$ cat config.mk
export PLATFORM = sky130hd
export DESIGN_NAME = flash_therm_enc
export DESIGN_NICKNAME = d
export VERILOG_FILES = /design/src/rtl/fte_pkg.sv /design/src/rtl/fte_row_detect.sv /design/src/rtl/fte_row_rom.sv /design/src/rtl/fte_gray_map.sv /design/src/rtl/fte_gray_decode.sv /design/src/rtl/flash_therm_enc.sv
export SDC_FILE = /design/constraint.sdc
export NUM_CORES = 1
export LEC_CHECK = 0
export ABC_CLOCK_PERIOD_IN_PS = 1230
export BUFFER_PORTS_ARGS = -buffer_cell sky130_fd_sc_hd__buf_2
export CORE_MARGIN = 5
export CORE_UTILIZATION = 35
export DETAILED_ROUTE_END_ITERATION = 6
export GPL_ROUTABILITY_DRIVEN = 0
export SLEW_MARGIN = 0
export SYNTH_ARGS = -nofsm -noshare
export SYNTH_HDL_FRONTEND = slang
export SYNTH_SLANG_ARGS = --single-unit
$ cat constraint.sdc
create_clock -name clk -period 1.23 [get_ports clk]
set_input_delay 0.246 -clock clk [delete_from_list [all_inputs] [get_ports clk]]
set_output_delay 0.246 -clock clk [all_outputs]
set_load 0.005 [all_outputs]
$ cat src/rtl/fte_pkg.sv
// Shared definitions for the flash thermometer encoder.
// Assumes: nothing beyond IEEE 1800-2017.
package fte_pkg;

    // Which hardened encoder a build uses
    typedef enum logic {
        ENC_ROWS = 1'b0,   // three-input boundary rows + highest-row encoder
        ENC_GRAY = 1'b1    // direct thermometer-to-Gray map + Gray decoder
    } enc_style_e;

    // Number of comparators for a given resolution
    function automatic int cmp_count(input int bits);
        return (1 << bits) - 1;
    endfunction

endpackage

$ cat src/rtl/fte_row_detect.sv
// Three-input boundary detector.
// Row i is lit when the two thresholds at and below level i read 1 and the
// one above reads 0. Two virtual ones sit below bit 0 and a virtual zero sits
// above the top bit, so rows 0 and N_CMP follow the same rule.
// Assumes: therm_i bit 0 is the lowest threshold.
module fte_row_detect #(
    parameter int N_CMP = 15
) (
    input  logic [N_CMP-1:0] therm_i,
    output logic [N_CMP:0]   rows_o
);

    localparam int EXT_W = N_CMP + 3;

    logic [EXT_W-1:0] ext;

    // Pad the word with the virtual levels at both ends
    assign ext = {1'b0, therm_i, 2'b11};

    genvar gi;
    generate
        for (gi = 0; gi <= N_CMP; gi++) begin : g_row
            // One boundary term: below-one, at-one, above-zero
            assign rows_o[gi] = ext[gi] & ext[gi+1] & ~ext[gi+2];
        end
    endgenerate

endmodule

$ cat src/rtl/fte_row_rom.sv
// Row encoder with priority.
// Returns the index of the highest lit row, so that two lit rows never merge
// into a wrong OR-ed code.
// Assumes: at least one row is lit. The boundary rule guarantees this; an
// all-zero input returns 0.
module fte_row_rom #(
    parameter int N_CMP    = 15,
    parameter int RES_BITS = 4
) (
    input  logic [N_CMP:0]    rows_i,
    output logic [RES_BITS-1:0] code_o
);

    // Scan upward; a later (higher) hit overrides an earlier one
    always_comb begin
        code_o = '0;
        for (int i = 0; i <= N_CMP; i++) begin
            if (rows_i[i]) begin
                code_o = RES_BITS'(i);
            end
        end
    end

endmodule

$ cat src/rtl/fte_gray_map.sv
// Direct thermometer-to-Gray map.
// Gray bit j ORs terms T[m] & ~T[m + 2^(j+1)], with m stepping by 2^(j+2)
// from 2^j. Every threshold appears in exactly one Gray bit.
// Assumes: T[k] = therm_i[k-1]; thresholds above the top comparator read 0.
module fte_gray_map #(
    parameter int RES_BITS = 4,
    parameter int N_CMP    = (1 << RES_BITS) - 1
) (
    input  logic [N_CMP-1:0]    therm_i,
    output logic [RES_BITS-1:0] gray_o
);

    localparam int PAD_W = 2 * N_CMP + 2;

    logic [PAD_W-1:0] pad;

    // Zero-extend so that upper partners beyond the top read 0
    assign pad = {{(PAD_W - N_CMP){1'b0}}, therm_i};

    // Build each Gray bit from its own disjoint set of thresholds
    always_comb begin
        for (int j = 0; j < RES_BITS; j++) begin
            logic acc;
            acc = 1'b0;
            for (int m = (1 << j); m <= N_CMP; m += (1 << (j + 2))) begin
                acc = acc | (pad[m-1] & ~pad[m + (1 << (j + 1)) - 1]);
            end
            gray_o[j] = acc;
        end
    end

endmodule

$ cat src/rtl/fte_gray_decode.sv
// Gray-to-binary decoder, computed from the MSB down as a running XOR.
// Assumes: gray_i is already registered upstream.
module fte_gray_decode #(
    parameter int RES_BITS = 4
) (
    input  logic [RES_BITS-1:0] gray_i,
    output logic [RES_BITS-1:0] bin_o
);

    // Running parity from the top bit down
    always_comb begin
        logic par;
        par = 1'b0;
        for (int k = RES_BITS - 1; k >= 0; k--) begin
            par      = par ^ gray_i[k];
            bin_o[k] = par;
        end
    end

endmodule

$ cat src/rtl/flash_therm_enc.sv
// Error-tolerant flash thermometer encoder (top).
// ENC_STYLE picks the encoder:
//   ENC_ROWS: boundary rows, registered, then the highest-row encoder;
//   ENC_GRAY: direct Gray map, registered, then the Gray decoder.
// Both encoders register twice, so a sample taken at edge n is presented
// after edge n+2. Registers load only on valid samples.
// Assumes: RES_BITS in 3..6; rst_n is synchronous and active low.
module flash_therm_enc
    import fte_pkg::*;
#(
    parameter int         RES_BITS  = 4,
    parameter enc_style_e ENC_STYLE = ENC_ROWS
) (
    input  logic                        clk,
    input  logic                        rst_n,
    input  logic [(2**RES_BITS)-2:0]    therm_i,
    input  logic                        therm_vld_i,
    output logic [RES_BITS-1:0]         code_o,
    output logic                        code_vld_o
);

    localparam int N_CMP = cmp_count(RES_BITS);

    logic                s1_vld;
    logic [RES_BITS-1:0] s1_code;

    generate
        if (ENC_STYLE == ENC_ROWS) begin : g_rows
            logic [N_CMP:0]      row_hit;
            logic [N_CMP:0]      row_q;
            logic [RES_BITS-1:0] rom_code;

            fte_row_detect #(.N_CMP(N_CMP)) u_detect (
                .therm_i (therm_i),
                .rows_o  (row_hit)
            );

            // Stage 1: capture the boundary rows of a valid sample
            always_ff @(posedge clk) begin
                if (!rst_n) begin
                    row_q <= '0;
                end else if (therm_vld_i) begin
                    row_q <= row_hit;
                end
            end

            fte_row_rom #(.N_CMP(N_CMP), .RES_BITS(RES_BITS)) u_rom (
                .rows_i (row_q),
                .code_o (rom_code)
            );

            assign s1_code = rom_code;
        end else begin : g_gray
            logic [RES_BITS-1:0] gray_d;
            logic [RES_BITS-1:0] gray_q;
            logic [RES_BITS-1:0] bin_d;

            fte_gray_map #(.RES_BITS(RES_BITS), .N_CMP(N_CMP)) u_map (
                .therm_i (therm_i),
                .gray_o  (gray_d)
            );

            // Stage 1: capture the Gray word of a valid sample
            always_ff @(posedge clk) begin
                if (!rst_n) begin
                    gray_q <= '0;
                end else if (therm_vld_i) begin
                    gray_q <= gray_d;
                end
            end

            fte_gray_decode #(.RES_BITS(RES_BITS)) u_dec (
                .gray_i (gray_q),
                .bin_o  (bin_d)
            );

            assign s1_code = bin_d;
        end
    endgenerate

    // Stage 1 valid tracks the sampled strobe
    always_ff @(posedge clk) begin
        if (!rst_n) begin
            s1_vld <= 1'b0;
        end else begin
            s1_vld <= therm_vld_i;
        end
    end

    // Stage 2: register the binary result; hold it through idle cycles
    always_ff @(posedge clk) begin
        if (!rst_n) begin
            code_o     <= '0;
            code_vld_o <= 1'b0;
        end else begin
            code_vld_o <= s1_vld;
            if (s1_vld) begin
                code_o <= s1_code;
            end
        end
    end

endmodule

# Yosys cells after proc, flatten, opt, wreduce, memory -nomap -nowiden
# Cells that the tools add are included.
# classes
n_mux,15
n_bitwise,43
# ops
operator,n
$mux W4,8
$and A1 B1 Y1,28
$not A1 Y1,15
$mux W3,4
$mux W2,2
$mux W1,1
# totals
ff_bits,22
input_bits,18
out_inout_bits,5
word_cells,62

# Logic depth before layout (Yosys ltp)
# Gate-level depths: netlist of the first run.
# logic_depth
depth_word,15
depth_mapped,4
mapped_depth_nobuf,4

# Cells and area by module
# A second synthesis of the first run with hierarchy kept.
# unflattened
hier_cells,110
area_unflattened_um2,1096.1
# modules_own_cells
module,n_inst,cells_each,area_per_inst_um2,seq_area_each_um2
flash_therm_enc,1,69,823.3,440.4
fte_row_rom,1,25,141.4,0.0
fte_row_detect,1,16,131.4,0.0

# Least setup slack after synthesis of the first run
# Ideal clock, no wire load.
# synth_timing
path_kind,register to register
startpoint,register g_rows.row_q[5]
endpoint,register code_o[0]
setup_time_ps,127
t_arrival_ps,866
required_time_ps,1103
setup_slack_ps,237
path_stages_with_launch,5
n_path_buf,0
synth_period_minus_slack_ps,993
cell_sequence,dfxtp_1 inv_2 a21oi_1 a2111oi_2 o22ai_1
# synth_via
elab_chain_cells,11
# synth_rtl
item,line,text
from (decl),flash_therm_enc.sv:30,logic [N_CMP:0] row_q;
from (signal assigned),flash_therm_enc.sv:43,row_q <= row_hit;
$mux W3 (3 in series),fte_row_rom.sv:18,if (rows_i[i]) begin
$mux W4 (8 in series),fte_row_rom.sv:18,
to (signal assigned),flash_therm_enc.sv:98,code_o <= s1_code;
to (decl),flash_therm_enc.sv:18,"output logic [RES_BITS-1:0] code_o,"
# No other way between the ends.
# A chain may end at the register's enable or synchronous reset.

# Worst setup path in the final report of the first run
# Same ends and word-level chain as after synthesis.

==> results of run 1 <==
tightest hold or removal path: cells and delay by family:
kind / cells / cell delay, ps
buf+inv: 1 / 100
simple gates: 1 / 70
compound gates: 1 / 50
through the flow:
stage	power [uW]	hold slack [ps]	instance area [sq um]
after CTS	1230	207	1130
final	1200	217	1130
after global placement	902	455	1100
after global routing	1280	211	1130
after floorplan	829	410	950
after detailed placement	904	463	1100
flip-flops by register name, summed over array words and instances (netlist names):
signal	flops
code_o	4
g_rows.row_q	15
code_vld_o	1
s1_vld	1
cell usage in the layout, fill, tap and decap left out:
master / synthesis / routed
nor3_1: 1 / 1
o21ai_1: 5 / 5
nand4b_1: 13 / 13
inv_2: 1 / 1
nor4_1: 1 / 1
buf_2: 2 / 22
clkbuf_4: 0 / 3
buf_12: 0 / 1
nand2b_1: 12 / 12
a311oi_1: 1 / 1
a2111oi_2: 1 / 1
dfxtp_1: 21 / 21
clkbuf_1: 3 / 1
inv_1: 2 / 2
clkinv_1: 1 / 1
nand2_1: 1 / 1
buf_4: 0 / 1
and2_1: 6 / 6
nand3_1: 1 / 1
a21boi_1: 11 / 11
nor2_1: 6 / 6
a21oi_1: 5 / 5
o21ai_0: 5 / 5
nor4_2: 1 / 1
o22ai_1: 2 / 2
o311ai_1: 1 / 1
o41ai_1: 1 / 1
Yosys cell counts, drive strengths merged (2+ instances only):
cell,count,share of area [%]
clkbuf,3,1.2
a21boi,11,8.7
dfxtp,21,44
nor2,6,2.4
nand2b,12,7.9
nand4b,13,12
nor4,2,2.0
buf,2,1.1
inv,3,1.2
and2,6,4.0
o21ai,10,5.3
o22ai,2,1.3
a21oi,5,2.6
power breakdown:
group          total [uW]  switching, uW  internal, uW
Clock                 316            190           126
Sequential            725           19.2           706
Combinational         160           73.5          86.8
Total                1200            283           919
path summary, 6_finish.rpt:
check                           startpoint                            end  slack, ps  depth (start not counted)
min                            therm_i[14]  g_rows.row_q[15]$_SDFFE_PN0P_        220                          3
max reg2reg   g_rows.row_q[5]$_SDFFE_PN0P_         code_o[0]$_SDFFE_PN0P_        130                          4
min reg2reg  g_rows.row_q[15]$_SDFFE_PN0P_  g_rows.row_q[15]$_SDFFE_PN0P_        480                          2
max           g_rows.row_q[5]$_SDFFE_PN0P_         code_o[0]$_SDFFE_PN0P_        130                          4
area by class of cell:
class,count,area [sq um],area share [%]
inverters,4,15.0,1.33
clock buffers,4,26.3,2.33
flip-flops and latches,21,420,37.2
repair buffers,24,138,12.2
well taps,30,37.5,3.32
multi-input cells,74,493,43.6
cells by family after synthesis:
group | share of synthesized area (%)
compound gates | 22.3
buf+inv | 3.82
flops | 44.3
simple gates | 29.6
metal layers:
metal / vias up / wire length (um) / track usage [%]
li1: 426 / - / -
met1: 378 / 896 / 14.7
met2: 10 / 907 / 16.9
met3: 2 / 84 / 2.48
met4: 0 / 19 / 5.45
met5: - / 0 / 0
==> flow_summary.ini, run 1 <==
[yosys]
synth_cells = 104
synth-edff-count = 0
ys_async_sr_fraction_pct = 0
synth.distinct_cells = 24
synthFlopType = dfxtp_1
yosys_warnings = 0
synth_area_sq_um = 950
ys_ff_latch = 21
ys_seq_area_share_pct = 44.3
synth_fp_nets = 122
synth_area_per_cell_sq_um = 9.13

[detailed_routing]
drc = 0
avgRoutedWirePerCell_um = 12.1
drtIter0Drc = 13
ant_nets = 0
vias = 816
drt_wl_total_mm = 1.91
drtPass1Iterations = 4
vias_per_cell = 5.20

[worst_setup_path]
endpoint_kind = register
cp.arrival_ps = 1290
crit_type = register to register
crit_buf_inv = 1
cp.required_ps = 1410
crit_slowest_cell = a2111oi_2
cp-start-kind = register
crit_fanout = 4
cp_top_family = compound AO/OA/AOI/OAI gates
worstPathCellList = inv_2 > a21oi_1 > a2111oi_2 > o22ai_1
max_stage_delay_ps = 390

[grt]
grt_pass1_wl_mm = 3.13
grt-ovfl-total = 0
grt_pass1_vias = 724
grt_max_degree = 32
antenna_found_initial = 0
grt.total_usage_pct = 11.1

[cts]
cts-resized-gates = 0
cts_tree = built
cts_num_sinks = 21
cts_buffers = 3
cts_root_buf = clkbuf_4
clockBufferDepth = 2
hold_buffers = 0
post_cts_buffers = 0
insertion_delay_ps = 290
htreeDepth = 1
clkTransAtPathRegs_ps = 110

[placed_design]
hpwl_mm = 1.47
post-place-cells = 153
pre_cts_ws_ps = 115
port_buffers = 22

[power]
p_leak_uw = 0.000419
ir_worst_vdd_mv = 0.599
pwr_density_cell_nw_per_um2 = 1060

[die]
die_area_sq_um = 3860
rows = 18
die_h_um = 62.1
core_sq_um = 2540
die_width_um = 62.1
ios = 23
start_util_pct = 37.3

[cells_and_area]
nets = 146
utilization_pct = 44.4
synthToLayoutAreaGrowth_pct = 19.0
drive_gt1_share_pct = 23.6
fill_cells = 274
antennaDiodeCount = 0
fin_cells = 157

[timing]
clock_skew_ps = 2.30
tightest_slew_ps = 363
fin_crit_sh_pct = 89.8
report.final.slew_viol_count = 0
min_period_ps = 1100
finalHoldViolCount = 0
setup_tns_ps = 0
maxSlewHeadroom_pct = 75.6
setup_viol = 0
max_freq_mhz = 905
rsz0062_at_grt = no
setup_ws_ps = 125

[flow_run]
cap_violations = 0

[status]
status = finished clean

[worst_hold_path]
hp-class = input port to register
(Power assumes the default switching activity.)
==> run 2, diff against run 1 <==
--- a/config.mk
+++ b/config.mk
@@ -6,7 +6,7 @@
 export NUM_CORES = 1
 export LEC_CHECK = 0
 export ABC_CLOCK_PERIOD_IN_PS = 1230
-export BUFFER_PORTS_ARGS = -buffer_cell sky130_fd_sc_hd__buf_2
+export BUFFER_PORTS_ARGS = -buffer_cell sky130_fd_sc_hd__clkbuf_2
 export CORE_MARGIN = 5
 export CORE_UTILIZATION = 35
 export DETAILED_ROUTE_END_ITERATION = 6
==> flow_summary.ini, run 2 (same netlist as run 1, synthesis figures left out) <==
[cells_and_area]
largest_reg_flops = 15
multi_input_area_sq_um = 493
top_regs = g_rows.row_q x15, code_o x4
ff_latch_area_sq_um = 422
regMostFlops = g_rows.row_q
layout_commonest_cell = clkbuf_2
nets = 146
antennaDiodeCount = 0
layout_common_cells = clkbuf_2, dfxtp_1, nand4b_1
synthToLayoutAreaGrowth_pct = 17.9
fill_cells = 266
drive_gt1_share_pct = 25.2

[detailed_routing]
drc = 0
drtIter0Drc = 12
drtPass1Iterations = 4
vias = 820
drt_wl_total_mm = 1.94
vias_per_cell = 5.22
avgRoutedWirePerCell_um = 12.3
ant_nets = 0

[power]
pwr_density_cell_nw_per_um2 = 1080
ir_worst_vdd_mv = 0.849
power.total_uw = 1210
p_leak_uw = 0.000419

[grt]
antenna_found_initial = 0
grt-ovfl-total = 0
grt_pass1_vias = 776
grt_pass1_wl_mm = 3.22
grt.total_usage_pct = 11.1
grt_max_degree = 32

[status]
status = finished clean

[placed_design]
hpwl_mm = 1.45
port_buffers = 22

[die]
rows = 18
die_width_um = 62.1
core_sq_um = 2540
die_h_um = 62.1
ios = 23
start_util_pct = 37.3
die_area_sq_um = 3860

[cts]
htreeDepth = 1
cts_root_buf = clkbuf_4
insertion_delay_ps = 300
cts_tree = built
clkTransAtPathRegs_ps = 110
clockBufferDepth = 2
hold_buffers = 0
cts_num_sinks = 21
cts_buffers = 3

[timing]
tightest_slew_ps = 500
setup_viol = 0
min_period_ps = 1080
fin_crit_sh_pct = 88.2
max_freq_mhz = 922
setup_tns_ps = 0
rsz0062_at_grt = no
report.final.slew_viol_count = 0
maxSlewHeadroom_pct = 66.7
finalHoldViolCount = 0
clock_skew_ps = 3.59

[worst_hold_path]
hp-class = input port to register

[worst_setup_path]
endpoint_kind = register
crit_fanout = 4
cp.required_ps = 1430
cp-start-kind = register
crit_type = register to register
cp.arrival_ps = 1280

[flow_run]
cap_violations = 0
run 2: cell count changes in the layout (fill, tap and decap cells not counted):
cell	delta
buf_2	-22
clkbuf_2	+22
buf_12	-1
buf_4	+1
clkbuf_1	-1
clkinv_2	+1
dfxtp_1	-1
dfxtp_2	+1
run 2: final timing paths:
path,to,depth (start not counted),slack (ps),startpoint
worst max-delay path,code_o[1]$_SDFFE_PN0P_,4,150,g_rows.row_q[10]$_SDFFE_PN0P_
worst max register to register,code_o[1]$_SDFFE_PN0P_,4,150,g_rows.row_q[10]$_SDFFE_PN0P_
worst min register to register,g_rows.row_q[15]$_SDFFE_PN0P_,2,470,g_rows.row_q[15]$_SDFFE_PN0P_
worst min-delay path,g_rows.row_q[15]$_SDFFE_PN0P_,3,200,therm_i[14]
run 2: metal layers:
layer / vias to the layer above / wire [um] / track usage (%)
li1: 427 / - / -
met5: - / 0 / 0
met2: 12 / 934 / 18.8
met4: 0 / 10 / 5.45
met1: 379 / 924 / 13.4
met3: 2 / 67 / 2.07
run 2: timing repair:
item                       4_1_cts  5_1_grt
resized for setup                0        1
setup endpoints to repair        0        1
setup buffers                    0        0
run 2: where the power goes:
part | leakage, uW | internal, uW | switching, uW
Clock | 0.0000177 | 121 | 203
Combinational | 0.000229 | 81.3 | 73.8
Sequential | 0.000172 | 707 | 19.2
run 2: area by class of cell:
type,instances,share of cell area [%]
Sequential cell,21,37.7
Timing Repair Buffer,24,11.2
Tap cell,30,3.35
Inverter,4,1.34
Clock buffer,3,2.01
Multi-Input combinational cell,74,44.0
Clock inverter,1,0.447
run 2: metrics by stage:
step           cells  instance area [sq um]  setup slack, ps  hold WS [ps]  util [%]
2_1_floorplan    104                    950              237           410         -
3_3_place_gp     153                   1090             86.3           455      42.9
3_5_place_dp     153                   1090             80.7           455      42.9
4_1_cts          157                   1120              128           181      44.0
5_1_grt          157                   1120             25.0           198      44.0
6_report         157                   1120              146           202      44.0
run 2: critical path, cell delays in order, from the launching register on:
cell      delay (ps)
dfxtp_1          360
nor2_1           150
o21ai_0          120
a311oi_1         290
nor2_1            70
==> run 3, diff against run 2 <==
--- a/config.mk
+++ b/config.mk
@@ -8,7 +8,7 @@
 export ABC_CLOCK_PERIOD_IN_PS = 1230
 export BUFFER_PORTS_ARGS = -buffer_cell sky130_fd_sc_hd__clkbuf_2
 export CORE_MARGIN = 5
-export CORE_UTILIZATION = 35
+export CORE_UTILIZATION = 40
 export DETAILED_ROUTE_END_ITERATION = 6
 export GPL_ROUTABILITY_DRIVEN = 0
 export SLEW_MARGIN = 0
==> flow_summary.ini, run 3 (same netlist as run 1, synthesis figures left out) <==
[power]
power.net_switching_uw = 294
clockPowerShare_pct = 27.1
p_leak_uw = 0.000417
ir_worst_vdd_mv = 0.684
seqPwrFrac_pct = 60.1
power.total_uw = 1210
sw_frac_of_total_pct = 24.4
pwr_density_cell_nw_per_um2 = 1080
power.internal_uw = 914
p_comb_share_pct = 12.8

[cts]
cts_root_buf = clkbuf_4
cts-resized-gates = 0
clkTransAtPathRegs_ps = 110
htreeDepth = 1
insertion_delay_ps = 300
clockBufferDepth = 2
hold_buffers = 0
cts_tree = built
cts_buffers = 3
cts_num_sinks = 21
post_cts_buffers = 0

[timing]
clock_skew_ps = 7.06
max_freq_mhz = 924
finalHoldViolCount = 0
setup_tns_ps = 0
setup_viol = 0
tightest_slew_ps = 486
maxSlewHeadroom_pct = 67.6
report.final.slew_viol_count = 0
min_period_ps = 1080
fin_crit_sh_pct = 88.0
rsz0062_at_grt = no

[placed_design]
port_buffers = 22
hpwl_mm = 1.47

[die]
rows = 17
start_util_pct = 42.5
core_sq_um = 2230
ios = 23
die_width_um = 58.7
die_area_sq_um = 3450
die_h_um = 58.7

[cells_and_area]
utilization_pct = 50.2
top_regs = g_rows.row_q x15, code_o x4
layout_commonest_cell = clkbuf_2
nets = 146
multi_input_area_sq_um = 499
regMostFlops = g_rows.row_q
layout_common_cells = clkbuf_2, dfxtp_1, nand4b_1
antennaDiodeCount = 0
synthToLayoutAreaGrowth_pct = 18.1
ff_latch_area_sq_um = 420
fill_cells = 235
drive_gt1_share_pct = 24.4
largest_reg_flops = 15

[worst_setup_path]
crit_type = register to register
crit_slowest_cell = dfxtp_1
endpoint_kind = register
worstPathCellList = nor4_2 > o41ai_1 > a21oi_1
rr_worst_depth = 3
r2r_start = g_rows.row_q[8]$_SDFFE_PN0P_
cp-start-kind = register
max_stage_delay_ps = 360
rrSetupSlack_ps = 150
cp.required_ps = 1470
crit_fanout = 4
crit_buf_inv = 0
cp_top_family = flip-flops
rr_endpoint = code_o[2]$_SDFFE_PN0P_
cp.arrival_ps = 1320

[detailed_routing]
avgRoutedWirePerCell_um = 12.4
vias_per_cell = 5.30
vias = 822
drtIter0Drc = 13
ant_nets = 0
drtPass1Iterations = 4
drt_wl_total_mm = 1.92
drc = 0

[worst_hold_path]
holdCritStartpoint = therm_i[9]
hold_path_end = g_rows.row_q[10]$_SDFFE_PN0P_
hold_path_depth = 3
hp-class = input port to register

[grt]
grt_pass1_vias = 773
grt.total_usage_pct = 12.3
grt-ovfl-total = 0
antenna_found_initial = 0
grt_max_degree = 32
grt_pass1_wl_mm = 3.38

[flow_run]
cap_violations = 0

[status]
status = finished clean
-- run 3: cell types whose count changed in the layout (fill, tap and decap cells not counted), sizes merged --
cell / previous run / this run
clkbuf: 25 / 26
clkinv: 2 / 1
-- run 3: tightest hold or removal path, delay by kind of cell --
kind | cells | cell delay, ps
buf+inv | 1 | 90
simple gates | 1 | 80
compound gates | 1 | 60
-- run 3: worst max-delay path by stage --
stage / slack (ps) / startpoint / end / cells after the start
after CTS: 130 / g_rows.row_q[8]$_SDFFE_PN0P_ / code_o[2]$_SDFFE_PN0P_ / 3
after detailed placement: 100 / therm_vld_i / g_rows.row_q[5]$_SDFFE_PN0P_ / 4
final: 150 / g_rows.row_q[8]$_SDFFE_PN0P_ / code_o[2]$_SDFFE_PN0P_ / 3
after global placement: 90 / therm_vld_i / g_rows.row_q[5]$_SDFFE_PN0P_ / 4
after floorplan: 240 / g_rows.row_q[5]$_SDFFE_PN0P_ / code_o[0]$_SDFFE_PN0P_ / 4
after global routing: 6 / g_rows.row_q[8]$_SDFFE_PN0P_ / code_o[2]$_SDFFE_PN0P_ / 3
-- run 3: metal layers --
layer	GRT usage [%]	share of wire [%]	vias up
met5	0	0	-
met4	1.94	0	0
met3	3.95	5.9	0
met2	18.9	45	19
met1	16.9	49	372
li1	-	-	431
-- run 3: area by class of cell --
class	instances	share of cell area, %
tap	28	3.12
clock buffer	4	2.34
multi-input combinational	74	44.5
sequential	21	37.5
timing repair buffer	24	11.2
inverter	4	1.34
-- run 3: stage by stage --
stage,setup slack [ps],hold slack [ps],cells,area [sq um]
after floorplan,237,410,104,950
after global placement,87.4,451,151,1090
after detailed placement,100,462,151,1090
after CTS,132,202,155,1110
after global routing,6.36,221,155,1120
final,147,209,155,1120
-- run 3: power by group through the flow --
stage / logic [uW] / clock network, uW / registers, uW
2_1_floorplan: 90.3 / 0 / 739
3_3_place_gp: 155 / 0 / 741
3_5_place_dp: 156 / 0 / 742
4_1_cts: 157 / 341 / 726
5_1_grt: 177 / 362 / 732
6_report: 155 / 328 / 726
